## src/rtl/gpio_bank_pkg.sv

```systemverilog
`timescale 1ns/1ps
package gpio_bank_pkg;
    localparam int PIN_N  = 8;
    localparam int ADDR_W = 12;
    localparam int BUS_W  = 32;
    localparam int PAD_N  = 8;
    localparam int PAD_IW = $clog2(PAD_N);
    localparam int ID_N   = 12;
    localparam int ID_IW  = $clog2(ID_N);

    localparam logic [ADDR_W-1:0] OFS_DIR    = 12'h400;
    localparam logic [ADDR_W-1:0] OFS_ALT    = 12'h420;
    localparam logic [ADDR_W-1:0] OFS_PAD0   = 12'h500;
    localparam logic [ADDR_W-1:0] OFS_LOCK   = 12'h520;
    localparam logic [ADDR_W-1:0] OFS_COMMIT = 12'h524;
    localparam logic [ADDR_W-1:0] OFS_ANALOG = 12'h528;
    localparam logic [ADDR_W-1:0] OFS_ID0    = 12'hFD0;
    localparam logic [BUS_W-1:0]  UNLOCK_KEY = 32'h0ACCE551;

    typedef enum logic [3:0] {
        K_NONE, K_DATA, K_DIR, K_ALT, K_PAD, K_ANALOG, K_LOCK, K_COMMIT, K_ID
    } reg_kind_e;

    typedef struct packed {
        reg_kind_e          kind;
        logic [PIN_N-1:0]   pin_mask;
        logic [PAD_IW-1:0]  pad_idx;
        logic [ID_IW-1:0]   id_idx;
    } access_t;

    function automatic logic [7:0] pad_reset(input int k);
        return (k == 0) ? 8'hFF : 8'h00;
    endfunction

    function automatic logic [7:0] id_byte(input logic ext, input logic [ID_IW-1:0] idx);
        logic [7:0] b;
        case (idx)
            4'd4:    b = 8'h61;
            4'd5:    b = ext ? 8'h00 : 8'h10;
            4'd6:    b = ext ? 8'h18 : 8'h04;
            4'd7:    b = ext ? 8'h01 : 8'h00;
            4'd8:    b = 8'h0D;
            4'd9:    b = 8'hF0;
            4'd10:   b = 8'h05;
            4'd11:   b = 8'hB1;
            default: b = 8'h00;
        endcase
        return b;
    endfunction
endpackage

```

## src/rtl/gpio_addr_decode.sv

```systemverilog
`timescale 1ns/1ps
module gpio_addr_decode
    import gpio_bank_pkg::*;
#(
    parameter logic [ADDR_W-1:0] RESERVED_BASE = 12'h52C
) (
    input  logic [ADDR_W-1:0] addr,
    output access_t           acc
);
    localparam logic [ADDR_W-1:0] RSVD_END = 12'hFCC;
    logic [ADDR_W-1:0] id_off;

    assign id_off = addr - OFS_ID0;

    always_comb begin
        acc          = '0;
        acc.kind     = K_NONE;
        acc.pin_mask = addr[PIN_N+1:2];
        acc.pad_idx  = addr[PAD_IW+1:2];
        acc.id_idx   = id_off[ID_IW+1:2];
        if (addr < OFS_DIR) begin
            acc.kind = K_DATA;
        end else if (addr > RSVD_END) begin
            acc.kind = (addr >= OFS_ID0) ? K_ID : K_NONE;
        end else if (addr >= RESERVED_BASE) begin
            acc.kind = K_NONE;
        end else if (addr[ADDR_W-1:2] == OFS_DIR[ADDR_W-1:2]) begin
            acc.kind = K_DIR;
        end else if (addr[ADDR_W-1:2] == OFS_ALT[ADDR_W-1:2]) begin
            acc.kind = K_ALT;
        end else if (addr[ADDR_W-1:PAD_IW+2] == OFS_PAD0[ADDR_W-1:PAD_IW+2]) begin
            acc.kind = K_PAD;
        end else if (addr[ADDR_W-1:2] == OFS_LOCK[ADDR_W-1:2]) begin
            acc.kind = K_LOCK;
        end else if (addr[ADDR_W-1:2] == OFS_COMMIT[ADDR_W-1:2]) begin
            acc.kind = K_COMMIT;
        end else if (addr[ADDR_W-1:2] == OFS_ANALOG[ADDR_W-1:2]) begin
            acc.kind = K_ANALOG;
        end
    end
endmodule

```

## src/rtl/gpio_pin_core.sv

```systemverilog
`timescale 1ns/1ps
module gpio_pin_core
    import gpio_bank_pkg::*;
(
    input  logic             clk,
    input  logic             rst,
    input  logic             data_wr,
    input  logic             dir_wr,
    input  logic [PIN_N-1:0] pin_mask,
    input  logic [PIN_N-1:0] wbyte,
    input  logic [PIN_N-1:0] pin_in,
    output logic [PIN_N-1:0] out_en_q,
    output logic [PIN_N-1:0] data_q,
    output logic [PIN_N-1:0] pin_out
);
    logic [PIN_N-1:0] wmask;
    logic [PIN_N-1:0] data_d;

    assign wmask  = data_wr ? (pin_mask & out_en_q) : '0;
    assign data_d = (data_q & out_en_q & ~wmask) | (wbyte & wmask) | (pin_in & ~out_en_q);

    always_ff @(posedge clk) begin
        if (rst) begin
            out_en_q <= '0;
            data_q   <= '0;
        end else begin
            data_q <= data_d;
            if (dir_wr) out_en_q <= wbyte;
        end
    end

    for (genvar i = 0; i < PIN_N; i++) begin : g_pin
        assign pin_out[i] = out_en_q[i] ? data_q[i] : 1'b1;
    end

    // input pins carry the previous pin sample
    assert_in_follow_R4: assert property (@(posedge clk) disable iff (rst)
        !$past(rst) |-> ((data_q ^ $past(pin_in)) & ~$past(out_en_q)) == '0);
    // output data only moves on a data write
    assert_out_hold_R2: assert property (@(posedge clk) disable iff (rst)
        !$past(rst) && !$past(data_wr) |-> ((data_q ^ $past(data_q)) & $past(out_en_q)) == '0);
    // unaddressed output bits never move
    assert_unmasked_hold_R2: assert property (@(posedge clk) disable iff (rst)
        !$past(rst) |-> ((data_q ^ $past(data_q)) & $past(out_en_q) & ~$past(pin_mask)) == '0);
endmodule

```

## src/rtl/gpio_alt_guard.sv

```systemverilog
`timescale 1ns/1ps
module gpio_alt_guard
    import gpio_bank_pkg::*;
(
    input  logic             clk,
    input  logic             rst,
    input  logic             lock_wr,
    input  logic             commit_wr,
    input  logic             alt_wr,
    input  logic [BUS_W-1:0] wdata,
    output logic             locked_q,
    output logic [PIN_N-1:0] commit_q,
    output logic [PIN_N-1:0] alt_q
);
    always_ff @(posedge clk) begin
        if (rst) begin
            locked_q <= 1'b1;
            commit_q <= '1;
            alt_q    <= '0;
        end else begin
            if (lock_wr) locked_q <= (wdata != UNLOCK_KEY);
            if (commit_wr && !locked_q) commit_q <= wdata[PIN_N-1:0];
            if (alt_wr) alt_q <= (alt_q & ~commit_q) | (wdata[PIN_N-1:0] & commit_q);
        end
    end

    // commit mask frozen while locked
    assert_commit_locked_R6: assert property (@(posedge clk) disable iff (rst)
        !$past(rst) && $past(locked_q) |-> commit_q == $past(commit_q));
    // uncommitted select bits never move
    assert_alt_commit_R7: assert property (@(posedge clk) disable iff (rst)
        !$past(rst) |-> ((alt_q ^ $past(alt_q)) & ~$past(commit_q)) == '0);
endmodule

```

## src/rtl/gpio_pad_store.sv

```systemverilog
`timescale 1ns/1ps
module gpio_pad_store
    import gpio_bank_pkg::*;
(
    input  logic                       clk,
    input  logic                       rst,
    input  logic                       pad_wr,
    input  logic [PAD_IW-1:0]          pad_idx,
    input  logic                       analog_wr,
    input  logic [7:0]                 wbyte,
    output logic [PAD_N-1:0][7:0]      pad_q,
    output logic [7:0]                 analog_q
);
    for (genvar k = 0; k < PAD_N; k++) begin : g_pad
        always_ff @(posedge clk) begin
            if (rst) pad_q[k] <= pad_reset(k);
            else if (pad_wr && pad_idx == PAD_IW'(k)) pad_q[k] <= wbyte;
        end
    end

    always_ff @(posedge clk) begin
        if (rst) analog_q <= '0;
        else if (analog_wr) analog_q <= wbyte;
    end

    // pad bytes hold without a pad write
    assert_pad_hold_R9: assert property (@(posedge clk) disable iff (rst)
        !$past(rst) && !$past(pad_wr) |-> $stable(pad_q));
endmodule

```

## src/rtl/gpio_bank.sv

```systemverilog
`timescale 1ns/1ps
module gpio_bank
    import gpio_bank_pkg::*;
#(
    parameter logic [11:0] RESERVED_BASE = 12'h52C
) (
    input  logic        clk,
    input  logic        rst,
    input  logic        wr_en,
    input  logic        rd_en,
    input  logic [11:0] addr,
    input  logic [31:0] wdata,
    output logic [31:0] rdata,
    input  logic [7:0]  pin_in,
    output logic [7:0]  pin_out,
    output logic [7:0]  pin_level,
    output logic [7:0]  alt_sel
);
    localparam logic EXT_MAP = (RESERVED_BASE > 12'h424);

    access_t              acc;
    logic [PIN_N-1:0]     out_en_q, data_q;
    logic                 locked_q;
    logic [PIN_N-1:0]     commit_q, alt_q;
    logic [PAD_N-1:0][7:0] pad_q;
    logic [7:0]           analog_q;
    logic [7:0]           rd_byte;

    gpio_addr_decode #(.RESERVED_BASE(RESERVED_BASE)) u_dec (
        .addr (addr),
        .acc  (acc)
    );

    gpio_pin_core u_pins (
        .clk      (clk),
        .rst      (rst),
        .data_wr  (wr_en && acc.kind == K_DATA),
        .dir_wr   (wr_en && acc.kind == K_DIR),
        .pin_mask (acc.pin_mask),
        .wbyte    (wdata[PIN_N-1:0]),
        .pin_in   (pin_in),
        .out_en_q (out_en_q),
        .data_q   (data_q),
        .pin_out  (pin_out)
    );

    gpio_alt_guard u_guard (
        .clk       (clk),
        .rst       (rst),
        .lock_wr   (wr_en && acc.kind == K_LOCK),
        .commit_wr (wr_en && acc.kind == K_COMMIT),
        .alt_wr    (wr_en && acc.kind == K_ALT),
        .wdata     (wdata),
        .locked_q  (locked_q),
        .commit_q  (commit_q),
        .alt_q     (alt_q)
    );

    gpio_pad_store u_pads (
        .clk       (clk),
        .rst       (rst),
        .pad_wr    (wr_en && acc.kind == K_PAD),
        .pad_idx   (acc.pad_idx),
        .analog_wr (wr_en && acc.kind == K_ANALOG),
        .wbyte     (wdata[7:0]),
        .pad_q     (pad_q),
        .analog_q  (analog_q)
    );

    always_comb begin
        unique case (acc.kind)
            K_DATA:   rd_byte = data_q & acc.pin_mask;
            K_DIR:    rd_byte = out_en_q;
            K_ALT:    rd_byte = alt_q;
            K_PAD:    rd_byte = pad_q[acc.pad_idx];
            K_ANALOG: rd_byte = analog_q;
            K_LOCK:   rd_byte = {7'd0, locked_q};
            K_COMMIT: rd_byte = commit_q;
            K_ID:     rd_byte = id_byte(EXT_MAP, acc.id_idx);
            default:  rd_byte = '0;
        endcase
    end

    always_ff @(posedge clk) begin
        if (rst) rdata <= '0;
        else if (rd_en) rdata <= {24'd0, rd_byte};
    end

    assign pin_level = data_q;
    assign alt_sel   = alt_q;

    // read data holds between reads
    assert_rdata_hold_R12: assert property (@(posedge clk) disable iff (rst)
        !$past(rst) && !$past(rd_en) |-> $stable(rdata));
    // upper read bits always zero
    assert_rdata_upper_R1: assert property (@(posedge clk) disable iff (rst)
        rdata[31:8] == 24'd0);
    // input pins drive high
    assert_input_high_R3: assert property (@(posedge clk) disable iff (rst)
        (pin_out | out_en_q) == 8'hFF);
endmodule

```

## config.mk

```make
export PLATFORM = sky130hd
export DESIGN_NAME = gpio_bank
export DESIGN_NICKNAME = d
export VERILOG_FILES = /design/src/rtl/gpio_bank_pkg.sv /design/src/rtl/gpio_addr_decode.sv /design/src/rtl/gpio_pin_core.sv /design/src/rtl/gpio_alt_guard.sv /design/src/rtl/gpio_pad_store.sv /design/src/rtl/gpio_bank.sv
export SDC_FILE = /design/constraint.sdc
export NUM_CORES = 1
export LEC_CHECK = 0
export ABC_AREA = 1
export BUFFER_PORTS_ARGS = -buffer_cell sky130_fd_sc_hd__buf_2
export CAP_MARGIN = 10
export CORE_MARGIN = 2
export CORE_UTILIZATION = 55
export DETAILED_ROUTE_END_ITERATION = 10
export PLACE_DENSITY = 0.88
export SYNTH_ARGS = -nofsm -noshare
export SYNTH_HDL_FRONTEND = slang
export SYNTH_SLANG_ARGS = --single-unit
```

## constraint.sdc

```tcl
create_clock -name clk -period 4 [get_ports clk]
set_input_delay 0 -clock clk [delete_from_list [all_inputs] [get_ports clk]]
set_output_delay 0 -clock clk [all_outputs]
set_load 0.05 [all_outputs]
```

==> metrics.md <==
| Metric | Value |
|---|---|
| Outcome | complete, no violations |
| Xor and xnor area share after synthesis | 0 |
| Share of cells above drive strength 1 | 0.1533 |
| Period Utilization, post-route | 0.6977 |
| Root buf cell | clkbuf_16 |
| Port buffer count | 87 |
| Simple-Gate Fraction of Synth Area | 0.2812 |
| Starting Density | 0.5705 |
| Gate Count Post-Synth | 925 |
| Worst slack at placement | roughly 0.95 ns |
| Post-synthesis adder-cell area fraction | 0.02006 |
| Gpl congestion | about 0.98 |
| Worst EP required | roughly 4.3 ns |
| Cell leakage power | approximately 3.5 nW |
| Multi-input gate area | roughly 3200 sq um |
| # IOs | roughly 110 |
| Worst-path clk slew | 0.06 ns |
| Worst slew pin tran | between 0.9 and 1 ns |
| # rows | 38 |
| 1st-iter DRT viols | 835 |
| Fmax | approximately 360 MHz |
| Register area share after synthesis | 0.3626 |
| Final ANT Viol Nets | 0 |
| # diodes | 0 |
| Ys flop type | dfxtp_1 |
| Area Growth Syn to Fin | 18.21% |
| Most frequent CP cell | nor2_1 |
| Setup CP Type | in2reg |
| Startpoint Class | input pin |
| Avg Inst Size Synth | around 6.7 sq um |
| # setup viols final | 0 |
| Die area | around 12000 sq um |
| Clock net sink count | 113 |
| First-pass GRT wire length | approximately 30000 um |
| Cell Area, Synth | 6238 sq um |
| Synth Area in Compound Gates | 0.1951 |
| Post_cts resized | 0 |
| Number of enable flip-flop cells after synthesis | 0 |
| Commonest non-fill, non-tap cell in the layout | nand2_1 |
| Max_cap viols | 0 |
| CTS tree | yes |
| DR WL/cell | ~16 um |
| Fin nets | ~1100 |
| Slowest CP cell | nand4_1 |
| Worst Path Max Fanout | 23 |
| Worst Setup Slack, final | ~1.2 ns |
| Main combinational cell family by area after synthesis | simple AND/OR/NAND/NOR gates |
| Via Count | 6644 |
| Worst vdd ir | ~0.23 mV |
| DP HPWL | roughly 13000 um |
| Crit path capture type | flip-flop |
| RSZ-0062 raised after global routing | false |
| Initial antenna violation count | 0 |
| Clk_lat worst skew | between 0.4 and 0.5 ns |
| Fillers | slightly below 900 |
| Total track usage | 0.3126 |
| Distinct cells, synth | 35 |
| CP Cell Sequence | buf_2 -> inv_1 -> ha_1 -> nand3_1 -> nor2_1 -> o21ai_1 -> nor2_2 -> nand4_1 -> nor2_1 -> a211oi_1 |
| Core Area | approximately 11000 sq um |
| Pins Over Slew Limit | 0 |
| Commonest cells after routing, fill and taps aside | nand2_1, inv_1, dfxtp_1, nor2_1, o21ai_0 |
| Clock buffer depth | 2 |
| Via density | 5.708 |
| CP arrival | roughly 3 ns |
| Seq. cell area | 2262 sq um |
| Worst hold-check path type | in2reg |
| Skew final | between 0.005 and 0.006 ns |
| Pwr/cell area | a little over 400 nW/um^2 |
| GRT overflow | 0 |
| Setup TNS | 0 ns |
| Number of global-route vias before repair | between 6000 and 7000 |
| Yosys reg bits | about 110 |
| Ys async rst share | 0 |
| Tmin final | ~2.8 ns |
| Critical path's largest stage delay | 0.66 ns |
| CTS Buf Count | 17 |
| Post-synthesis mux area share | 0 |
| H-Tree Depth | 4 |
| Die Height | ~110 um |
| Max-slew headroom | 0.3560 |
| Largest net degree at the start of global routing | 59 |
| Yosys Warn Count | 0 |
| Detailed Route WL | approximately 19000 um |
| DRC viols | 0 |
| DR pass1 iterations | 7 |
| Final Hold Viols | 0 |
| Die X-Extent | between 100 and 150 um |
## flip-flops by register name (all words and copies together) (netlist names), named ones only
name              count
rdata                 8
u_pads.analog_q       8
u_pads.pad_q         64
u_pins.data_q         8
u_pins.out_en_q       8
u_guard.commit_q      8
u_guard.locked_q      1
## cell families (layout without fill, tap and decap cells)
group                    Yosys count  in the layout
flip-flops                       113            113
adder cells (fa/ha/maj)           10             10
other                              1             24
AO/OA/AOI/OAI                    221            221
buffers and inverters            198            274
AND/OR/NAND/NOR                  382            382
## critical path, delay by kind of cell
family	cells	cell delay (ns)
AO/OA/AOI/OAI	2	0.21
adder cells (fa/ha/maj)	1	0.29
buffers and inverters	2	0.73
AND/OR/NAND/NOR	5	1.82
## final timing paths
kind / from / to / slack [ns] / depth (start not counted)
max: addr[4] / u_pads.analog_q[0] / 1.21 / 10
min: wdata[7] / u_pads.analog_q[7] / 0.007 / 3
max reg2reg: u_pins.out_en_q[7] / u_pins.data_q[7] / 2.46 / 7
min reg2reg: u_pads.pad_q[41] / u_pads.pad_q[41] / 0.44 / 2
## routing by layer
metal | track usage | vias to the layer above | routed length [um]
li1 | - | 3168 | -
met1 | 0.4080 | 2935 | 7649
met2 | 0.4814 | 453 | 8380
met3 | 0.06476 | 88 | 2141
met4 | 0.1758 | 0 | 1024
met5 | 0 | - | 0
## synth_stat cells (2+ instances only)
master    instances  area (sq um)
or2_2             8         50.05
nor3_1            4         20.02
dfxtp_1         113          2262
nand3_1          70         350.3
buf_1             2         7.510
inv_2             5         18.77
nor2_4            4         45.04
clkbuf_1         26         97.59
inv_1           126         473.0
a21oi_1          83         415.4
nand2_2           3         18.77
buf_2             9         45.04
nand2_1         151         566.8
nand3_4           3         52.55
a211oi_1         16         120.1
ha_1             10         125.1
o21ai_0          91         455.4
nor2_2            3         18.77
nor2_1          100         375.4
nand4_1          21         131.4
a31oi_1           2         12.51
o21ai_1           2         10.01
nand3_2           3         30.03
buf_6             3         33.78
o211ai_1         26         195.2
buf_4            25         187.7
nor4_1            8         50.05
## metrics by stage
| step | hold slack (ns) | util | area (sq um) | power (mW) | cells |
|---|---|---|---|---|---|
| 2_1_floorplan | 0.1349 | - | 6325 | 1.359 | 948 |
| 3_3_place_gp | 0.2994 | 0.6037 | 6601 | 1.430 | 1115 |
| 3_5_place_dp | 0.3075 | 0.6037 | 6601 | 1.432 | 1115 |
| 4_1_cts | 0.0002395 | 0.6744 | 7375 | 2.954 | 1164 |
| 5_1_grt | 0.002514 | 0.6744 | 7375 | 3.035 | 1164 |
| 6_report | 0.006750 | 0.6744 | 7375 | 2.969 | 1164 |
## report_power, final
group          switching [mW]  internal (mW)
Clock                   0.548          0.992
Combinational           0.222         0.0694
Sequential            0.00616           1.13
Total                   0.776           2.19
## timing repair
item                                   CTS  global route
hold buffers                            17             0
setup buffers                            0             0
endpoints found under the hold margin   29             0
## cell type report
type,instances,share of cell area
Multi-Input combinational cell,637,0.4321
Sequential cell,113,0.3068
Timing Repair Buffer,109,0.08721
Inverter,133,0.06837
Clock buffer,18,0.05955
Tap cell,140,0.02375
Clock inverter,14,0.02223
Note: power is estimated with default switching activity, not from simulation.
